[config.mk]
export PLATFORM = sky130hd
export DESIGN_NAME = pswallow_div
export DESIGN_NICKNAME = d
export VERILOG_FILES = /design/src/rtl/pswallow_pkg.sv /design/src/rtl/pswallow_main_cnt.sv /design/src/rtl/pswallow_swallow_cnt.sv /design/src/rtl/pswallow_mod_sel.sv /design/src/rtl/pswallow_div.sv
export SDC_FILE = /design/constraint.sdc
export NUM_CORES = 1
export LEC_CHECK = 0
export ABC_AREA = 0
export BUFFER_PORTS_ARGS = -buffer_cell sky130_fd_sc_hd__buf_4
export CORE_UTILIZATION = 30
export CTS_BUF_LIST = sky130_fd_sc_hd__clkbuf_4 sky130_fd_sc_hd__clkbuf_8 sky130_fd_sc_hd__clkbuf_16
export CTS_CLUSTER_SIZE = 30
export DETAILED_ROUTE_END_ITERATION = 16
export GPL_ROUTABILITY_DRIVEN = 0
export REMOVE_ABC_BUFFERS = 1
export SKIP_LAST_GASP = 1
export SLEW_MARGIN = 0
export SYNTH_ARGS = -nofsm -noshare
export SYNTH_HDL_FRONTEND = slang
export SYNTH_SLANG_ARGS = --single-unit
[constraint.sdc]
create_clock -name clk -period 2.3 [get_ports clk]
set_input_delay 0.575 -clock clk [delete_from_list [all_inputs] [get_ports clk]]
set_output_delay 0.575 -clock clk [all_outputs]
set_load 0.005 [all_outputs]
[src/rtl/pswallow_pkg.sv]
package pswallow_pkg;

  localparam int unsigned PSEL_W    = 2;
  localparam int unsigned BASE_LOG2 = 3;
  localparam int unsigned MOD_MAX   = (1 << (BASE_LOG2 + (1 << PSEL_W) - 1)) + 1;

  typedef enum logic [PSEL_W-1:0] {
    PSEL_8  = 2'b00,
    PSEL_16 = 2'b01,
    PSEL_32 = 2'b10,
    PSEL_64 = 2'b11
  } psel_e;

  function automatic int unsigned base_modulus(input logic [PSEL_W-1:0] code);
    return (32'd1 << BASE_LOG2) << code;
  endfunction

endpackage

[src/rtl/pswallow_main_cnt.sv]
module pswallow_main_cnt #(
  parameter int unsigned W = 13
) (
  input  logic         clk,
  input  logic         load,
  input  logic         tick,
  input  logic [W-1:0] val,
  output logic         last
);

  logic [W-1:0] cnt_q;

  always_ff @(posedge clk) begin
    if (load) begin
      cnt_q <= val;
    end else if (tick) begin
      cnt_q <= cnt_q - W'(1);
    end
  end

  // a count of one (or an illegal zero) ends the output cycle on the next tick
  assign last = (cnt_q <= W'(1));

endmodule

[src/rtl/pswallow_swallow_cnt.sv]
module pswallow_swallow_cnt #(
  parameter int unsigned W = 6
) (
  input  logic         clk,
  input  logic         load,
  input  logic         tick,
  input  logic [W-1:0] val,
  output logic         busy_nxt
);

  logic [W-1:0] cnt_q;
  logic [W-1:0] cnt_d;

  always_comb begin
    cnt_d = cnt_q;
    if (load) begin
      cnt_d = val;
    end else if (tick && (cnt_q != '0)) begin
      cnt_d = cnt_q - W'(1);
    end
  end

  always_ff @(posedge clk) begin
    cnt_q <= cnt_d;
  end

  // look-ahead so the registered request is valid right after the tick edge
  assign busy_nxt = |cnt_d;

endmodule

[src/rtl/pswallow_mod_sel.sv]
module pswallow_mod_sel
  import pswallow_pkg::*;
#(
  parameter int unsigned M_W = 7
) (
  input  logic              clk,
  input  logic              load,
  input  logic [PSEL_W-1:0] p_sel,
  input  logic              busy_nxt,
  output logic              mod_hi,
  output logic [M_W-1:0]    mod_div
);

  logic [PSEL_W-1:0] code_q;
  logic [PSEL_W-1:0] code_nxt;
  logic [M_W-1:0]    base_nxt;

  always_comb begin
    code_nxt = load ? p_sel : code_q;
    base_nxt = M_W'(base_modulus(code_nxt));
  end

  always_ff @(posedge clk) begin
    code_q  <= code_nxt;
    mod_hi  <= busy_nxt;
    mod_div <= busy_nxt ? (base_nxt + M_W'(1)) : base_nxt;
  end

endmodule

[src/rtl/pswallow_div.sv]
module pswallow_div
  import pswallow_pkg::*;
#(
  parameter int unsigned A_W = 6,
  parameter int unsigned B_W = 13,
  parameter int unsigned M_W = $clog2(MOD_MAX + 1)
) (
  input  logic              clk,
  input  logic              rst,
  input  logic              sync_rst,
  input  logic              pre_tick,
  input  logic [A_W-1:0]    a_val,
  input  logic [B_W-1:0]    b_val,
  input  logic [PSEL_W-1:0] p_sel,
  output logic              mod_hi,
  output logic [M_W-1:0]    mod_div,
  output logic              div_pulse,
  output logic              cfg_err
);

  localparam int unsigned CMP_W = (A_W > B_W) ? A_W : B_W;

  logic b_last;
  logic wrap;
  logic load;
  logic busy_nxt;

  assign wrap = pre_tick & b_last & ~rst & ~sync_rst;
  assign load = rst | sync_rst | (pre_tick & b_last);

  pswallow_main_cnt #(.W(B_W)) main_i (
    .clk  (clk),
    .load (load),
    .tick (pre_tick),
    .val  (b_val),
    .last (b_last)
  );

  pswallow_swallow_cnt #(.W(A_W)) swal_i (
    .clk      (clk),
    .load     (load),
    .tick     (pre_tick),
    .val      (a_val),
    .busy_nxt (busy_nxt)
  );

  pswallow_mod_sel #(.M_W(M_W)) msel_i (
    .clk      (clk),
    .load     (load),
    .p_sel    (p_sel),
    .busy_nxt (busy_nxt),
    .mod_hi   (mod_hi),
    .mod_div  (mod_div)
  );

  always_ff @(posedge clk) begin
    div_pulse <= wrap;
    if (load) begin
      cfg_err <= (CMP_W'(b_val) < CMP_W'(a_val)) | (b_val == '0);
    end
  end

endmodule

# [After elaboration in Yosys (flattened, before gate mapping)]
# Index checks and enable logic that the tools add are counted.
[word_totals] regBits=31 latch_bits=0 ramBits=0 rom_bits=0 in_bits=25 output_inout_bits=10 word_cells=32 mem_count=0
[classes] addsub=3 mul=0 div_mod_pow=0 order_cmp=2 n_eq_ne=0 shift=1 n_mux=6 n_bitwise=8 reduce_logical=5
[ops] operator="13-bit 2-to-1 mux" count=2
[ops] operator="13-bit by 1-bit <= comparator with 1-bit output (second input constant)" count=1
[ops] operator="13-bit logical NOT" count=1
[ops] operator="13-bit by 6-bit less-than comparator with 1-bit output" count=1
[ops] operator="13-bit by 1-bit subtractor with 13-bit output (second input constant)" count=1
[ops] operator="6-bit 2-to-1 mux" count=2
[ops] operator="7-bit by 1-bit adder with 7-bit output (second input constant)" count=1
[ops] operator="7-bit 2-to-1 mux" count=1
[ops] operator="4-bit by 2-bit << shifter with 7-bit output (first input constant)" count=1
[ops] operator="6-bit nonzero test" count=1
[ops] operator="6-bit OR reduction" count=1
[ops] operator="6-bit by 1-bit subtractor with 6-bit output (second input constant)" count=1
[ops] operator="1-bit bitwise AND" count=3
[ops] operator="1-bit OR" count=3
[ops] operator="2-bit 2-to-1 mux" count=1
[ops] operator="1-bit inverter" count=2
[ops] operator="2-bit nonzero test" count=1
[ops] operator="1-bit logical AND" count=1

# [Longest topological paths before layout]
[logic_depth] word_depth=7 mapped_depth=9

# [Modules after synthesis]
# From an unflattened synthesis, not the netlist that was laid out.
[unflattened] hier_cells=177 hier_area_um2=1682.9
[by_module_without_submodules] mod="pswallow_main_cnt" n_inst=1 cells_each=78 area_each_um2=805.8 seq_area_each_um2=390.4
[by_module_without_submodules] mod="pswallow_swallow_cnt" n_inst=1 cells_each=45 area_each_um2=402.9 seq_area_each_um2=120.1
[by_module_without_submodules] mod="pswallow_mod_sel" n_inst=1 cells_each=24 area_each_um2=244.0 seq_area_each_um2=140.1
[by_module_without_submodules] mod="pswallow_div" n_inst=1 cells_each=30 area_each_um2=230.2 seq_area_each_um2=50.0

# [Worst setup path after synthesis]
# No wires, ideal clock.
[synth_timing] path_type="reg2reg" from="register main_i.cnt_q[7]" to="register msel_i.mod_div[0]" t_arrival_ps=1760 setup_slack_ps=408 stages_incl_launch_ff=6 synth_period_minus_slack_ps=1892 path_cell_list="edfxtp_1 -> nor4_1 -> nand4_1 -> nand2_2 -> mux2_2 -> nand4bb_1"
[synth_via] word_cells_on_any_way=9
[synth_lines] item="from (decl)" line_no="pswallow_main_cnt.sv:11" rtl="logic [W-1:0] cnt_q;"
[synth_lines] item="from (signal assigned)" line_no="pswallow_main_cnt.sv:15" rtl="cnt_q <= val;"
[synth_lines] item="from (signal assigned)" line_no="pswallow_main_cnt.sv:17" rtl="cnt_q <= cnt_q - W'(1);"
[synth_lines] item="13-bit by 1-bit <= comparator with 1-bit output" line_no="pswallow_main_cnt.sv:22" rtl="assign last = (cnt_q <= W'(1));"
[synth_lines] item="1-bit bitwise AND" line_no="pswallow_div.sv:29" rtl="assign load = rst | sync_rst | (pre_tick & b_last);"
[synth_lines] item="1-bit OR" line_no="pswallow_div.sv:29"
[synth_lines] item="6-bit 2-to-1 mux" line_no="pswallow_swallow_cnt.sv:16" rtl="if (load) begin"
[synth_lines] item="named net swal_i.cnt_d[1]" line_no="pswallow_swallow_cnt.sv:12" rtl="logic [W-1:0] cnt_d;"
[synth_lines] item="6-bit OR reduction" line_no="pswallow_swallow_cnt.sv:28" rtl="assign busy_nxt = |cnt_d;"
[synth_lines] item="named net busy_nxt" line_no="pswallow_div.sv:26" rtl="logic busy_nxt;"
[synth_lines] item="7-bit 2-to-1 mux" line_no="pswallow_mod_sel.sv:26" rtl="mod_div <= busy_nxt ? (base_nxt + M_W'(1)) : base_nxt;"
[synth_lines] item="to (signal assigned)" line_no="pswallow_mod_sel.sv:26"
[synth_lines] item="to (decl)" line_no="pswallow_mod_sel.sv:11" rtl="output logic [M_W-1:0] mod_div"
# The timed path passes the listed nets, and every way through them passes these cells.
# A chain may end at the register's enable or synchronous reset.

# [Worst setup path in the final report]
[layout_timing] from="register main_i.cnt_q[5]" to="register msel_i.mod_div[3]"
[layout_via] elab_chain_cells=7 word_cells_on_any_way=9
[layout_rtl] item="13-bit by 1-bit <= comparator with 1-bit output (*)" line_no="pswallow_main_cnt.sv:22"
[layout_rtl] item="1-bit bitwise AND (*)" line_no="pswallow_div.sv:29"
[layout_rtl] item="1-bit OR (*)" line_no="pswallow_div.sv:29"
[layout_rtl] item="2-bit 2-to-1 mux (*)" line_no="pswallow_mod_sel.sv:19" rtl="code_nxt = load ? p_sel : code_q;"
[layout_rtl] item="named net msel_i.code_nxt[0]" line_no="pswallow_mod_sel.sv:15" rtl="logic [PSEL_W-1:0] code_nxt;"
[layout_rtl] item="4-bit by 2-bit << shifter with 7-bit output (*)" line_no="pswallow_pkg.sv:15" rtl="return (32'd1 << BASE_LOG2) << code;"
[layout_rtl] item="7-bit by 1-bit adder with 7-bit output" line_no="pswallow_mod_sel.sv:26"
[layout_rtl] item="7-bit 2-to-1 mux (*)" line_no="pswallow_mod_sel.sv:26"
# Mark *: on every way through the listed nets, which the timed path passes. The rest lies on a longest branch.

==> flow_summary.ini <==
[floorplanning]
die_width_um = 76.06
die_area_mm2 = 0.005784
die_y_um = 76.06
io_pins = 35
rows = 26
initial_core_util_pct = 31.61
fp.coreArea_mm2 = 0.005205

[layout]
multi_input_area_um2 = 845.8
area_growth_pct = 23.80
nFillCells = 551
regArea_um2 = 700.7
final_net_count = 241
drive_gt1_share_pct = 23.79
antenna_cells = 0
fin_cells = 276

[sta]
tightestPinTransition_ns = 0.6267
hold_viol_final = 0
period_share_pct = 89.31
maxSlewHeadroom_pct = 58.22
period_minus_slack_ns = 2.054
fin_hold_ws_ns = 0.5185
rsz0062_at_grt = no
slew_violations = 0
setup_ws_ns = 0.2459
setup_tns_ns = 0
finalClockSkew_ns = 0.005572
fmax_ghz = 0.4868
setup_viol = 0

[setup_path]
critPathKind = reg2reg
crit_fanout = 23
worstReg2RegStart = main_i.cnt_q[5]
cp_num_buf_inv = 2
cpLargestDelayFamily = simple AND/OR/NAND/NOR gates
cpPeakStageDelay_ns = 0.48
worstPathArrival_ns = 2.28
slowest_stage = edfxtp_1
path_cells = nor4_1, nand4_1, nand2_2, buf_12, mux2i_1, inv_1, nor2_1
startpoint_type = register
endpoint_kind = register
startpoint = main_i.cnt_q[5]
worstPathRequired_ns = 2.52

[pwr]
p_seq_share_pct = 50.5
pwr-share-comb_pct = 17.7
p_per_area_mw_per_mm2 = 600.5
p_int_mw = 0.9196
switching_share_pct = 24.82
peakVddDrop_mv = 0.2558
leakage_nw = 0.8724
power_frac_clock_pct = 31.8
power.switching_mw = 0.3036

[logic_synthesis]
yosysTopAreaCell = edfxtp_1
yosysWarningCount = 0
ys_ff_latch = 28
ys_top_cells_by_area = edfxtp_1 (26%), dfxtp_1 (17%), ha_1 (6.8%), o21ai_0 (5.2%), nand2_1 (4.6%)
yosys.area_share.adder_pct = 6.844
async_flop_share_pct = 0
ys_seq_area_share_pct = 42.59
avgSynthCellArea_um2 = 9.566
synth_compound_area_share_pct = 15.36
synth_edf_count = 14
synth-simple-area-share_pct = 20.91
postSynthCellCount = 172
synth_flop_cell = edfxtp_1
synth_common_cells = nand2_1 (20), o21ai_0 (17), dfxtp_1 (14), edfxtp_1 (14), inv_1 (13)
synth_top_family_by_area = simple AND/OR/NAND/NOR gates
synth_top_area_share_pct = 25.55
netlist-cell-type-count = 47
synth_mux_area_share_pct = 2.510
synthXorXnorAreaFrac_pct = 5.323
synth_area_mm2 = 0.001645
yosysMostFrequentCell = nand2_1

[placement]
numPortBuffers = 32
dp_slack_ns = 0.2209
hpwl_um = 2814
placed_cells_incl_taps = 272

[route]
detail-route-antenna-nets = 0
dr.pass1.iters = 4
wl_per_cell_um = 13.05
drc = 0
viasPerCell = 4.895
drt_wl_total_um = 3602
num_vias = 1351
first_iter_violations = 81

[clock_tree]
clk_latency_ns = 0.27
cts_tree = built
cts_buffers = 3
cts_resized = 0
htreeDepth = 1
post_cts_buffers = 0
clockBufferDepth = 2
cts_root_buf = clkbuf_8
cts.clk_slew.worst_paths_ns = 0.10
cts.sink_count = 28
cts_hold_buf = 0

[grt]
grt_pass1_vias = 1252
track_usage_pct = 12.89
grt_pass1_wl_um = 6016
grt-ovfl-total = 0
antenna_found_initial = 0
grt_max_degree = 24

[min_path]
min_from = msel_i.code_q[1]
holdCritPathClass = reg2reg

[job]
maxCapViolCount = 0

[run_status]
status = finished, final reports clean
## power by group through the flow
| stage | combinational (mW) | clock [mW] | sequential [mW] |
|---|---|---|---|
| after detailed placement | 0.216 | 0 | 0.629 |
| after floorplan | 0.127 | 0 | 0.619 |
| after CTS | 0.218 | 0.393 | 0.618 |
| final | 0.216 | 0.389 | 0.618 |
| after global placement | 0.215 | 0 | 0.629 |
| after global routing | 0.245 | 0.411 | 0.625 |
## layer usage
metal / track usage (%) / vias to the layer above / routed length (um)
met4: 4.423 / 0 / 62
met5: 0 / - / 0
met2: 19.91 / 48 / 1556
met3: 2.036 / 6 / 205
met1: 18.26 / 610 / 1778
li1: - / 687 / -
## area by class of cell
cell class,instances,share of cell area (%)
clock buffer,3,2.027
multi-input combinational,125,41.52
clock inverter,1,1.474
inverter,13,2.396
tap,70,4.300
timing repair buffer,36,13.88
sequential,28,34.40
## metrics by stage
stage	instance area (um2)	total power [mW]	util [%]
3_5_place_dp	1966	0.8444	37.76
2_1_floorplan	1595	0.7452	-
5_1_grt	2037	1.281	39.13
3_3_place_gp	1966	0.8437	37.76
4_1_cts	2037	1.229	39.13
6_report	2037	1.223	39.13
## final timing paths
kind,to,slack (ns),cells past startpoint
worst max-delay path,msel_i.mod_div[3],0.25,7
worst min-delay path,msel_i.mod_div[5],0.52,2
worst max register to register,msel_i.mod_div[3],0.25,7
worst min register to register,msel_i.mod_div[5],0.52,2
## layout by cell type (no fill, tap or decap), drive strengths merged, types with 2 or more instances in the layout
master  count
nand2      21
xnor2       7
nor4        6
xor2        3
mux2i       3
nor3        2
or4         2
a211oi      3
nor2       12
and2        2
o21ai      18
clkbuf      3
o31ai       2
a221oi      2
a21o        6
or2         2
a21oi       3
nand4       3
dfxtp      14
buf        36
ha          9
inv        13
edfxtp     14
or4b        2
conb        2
## logic make-up after synthesis
kind of cell,after synthesis
flops,28
fa+ha+maj,9
buf+inv,20
mux,4
compound gates,38
other cells,1
simple gates,62
xor+xnor,10
## worst min-delay path, stage by stage (launching register included)
cell and delay, ns:
dfxtp_1 0.32, mux2i_1 0.08, nor2_1 0.09
## state kept, by name (all words and copies together), names as in the netlist
register / count
msel_i.code_q: 2
msel_i.mod_div: 5
div_pulse: 1
swal_i.cnt_q: 6
cfg_err: 1
main_i.cnt_q: 13
Power figures use the tool's default switching activity.
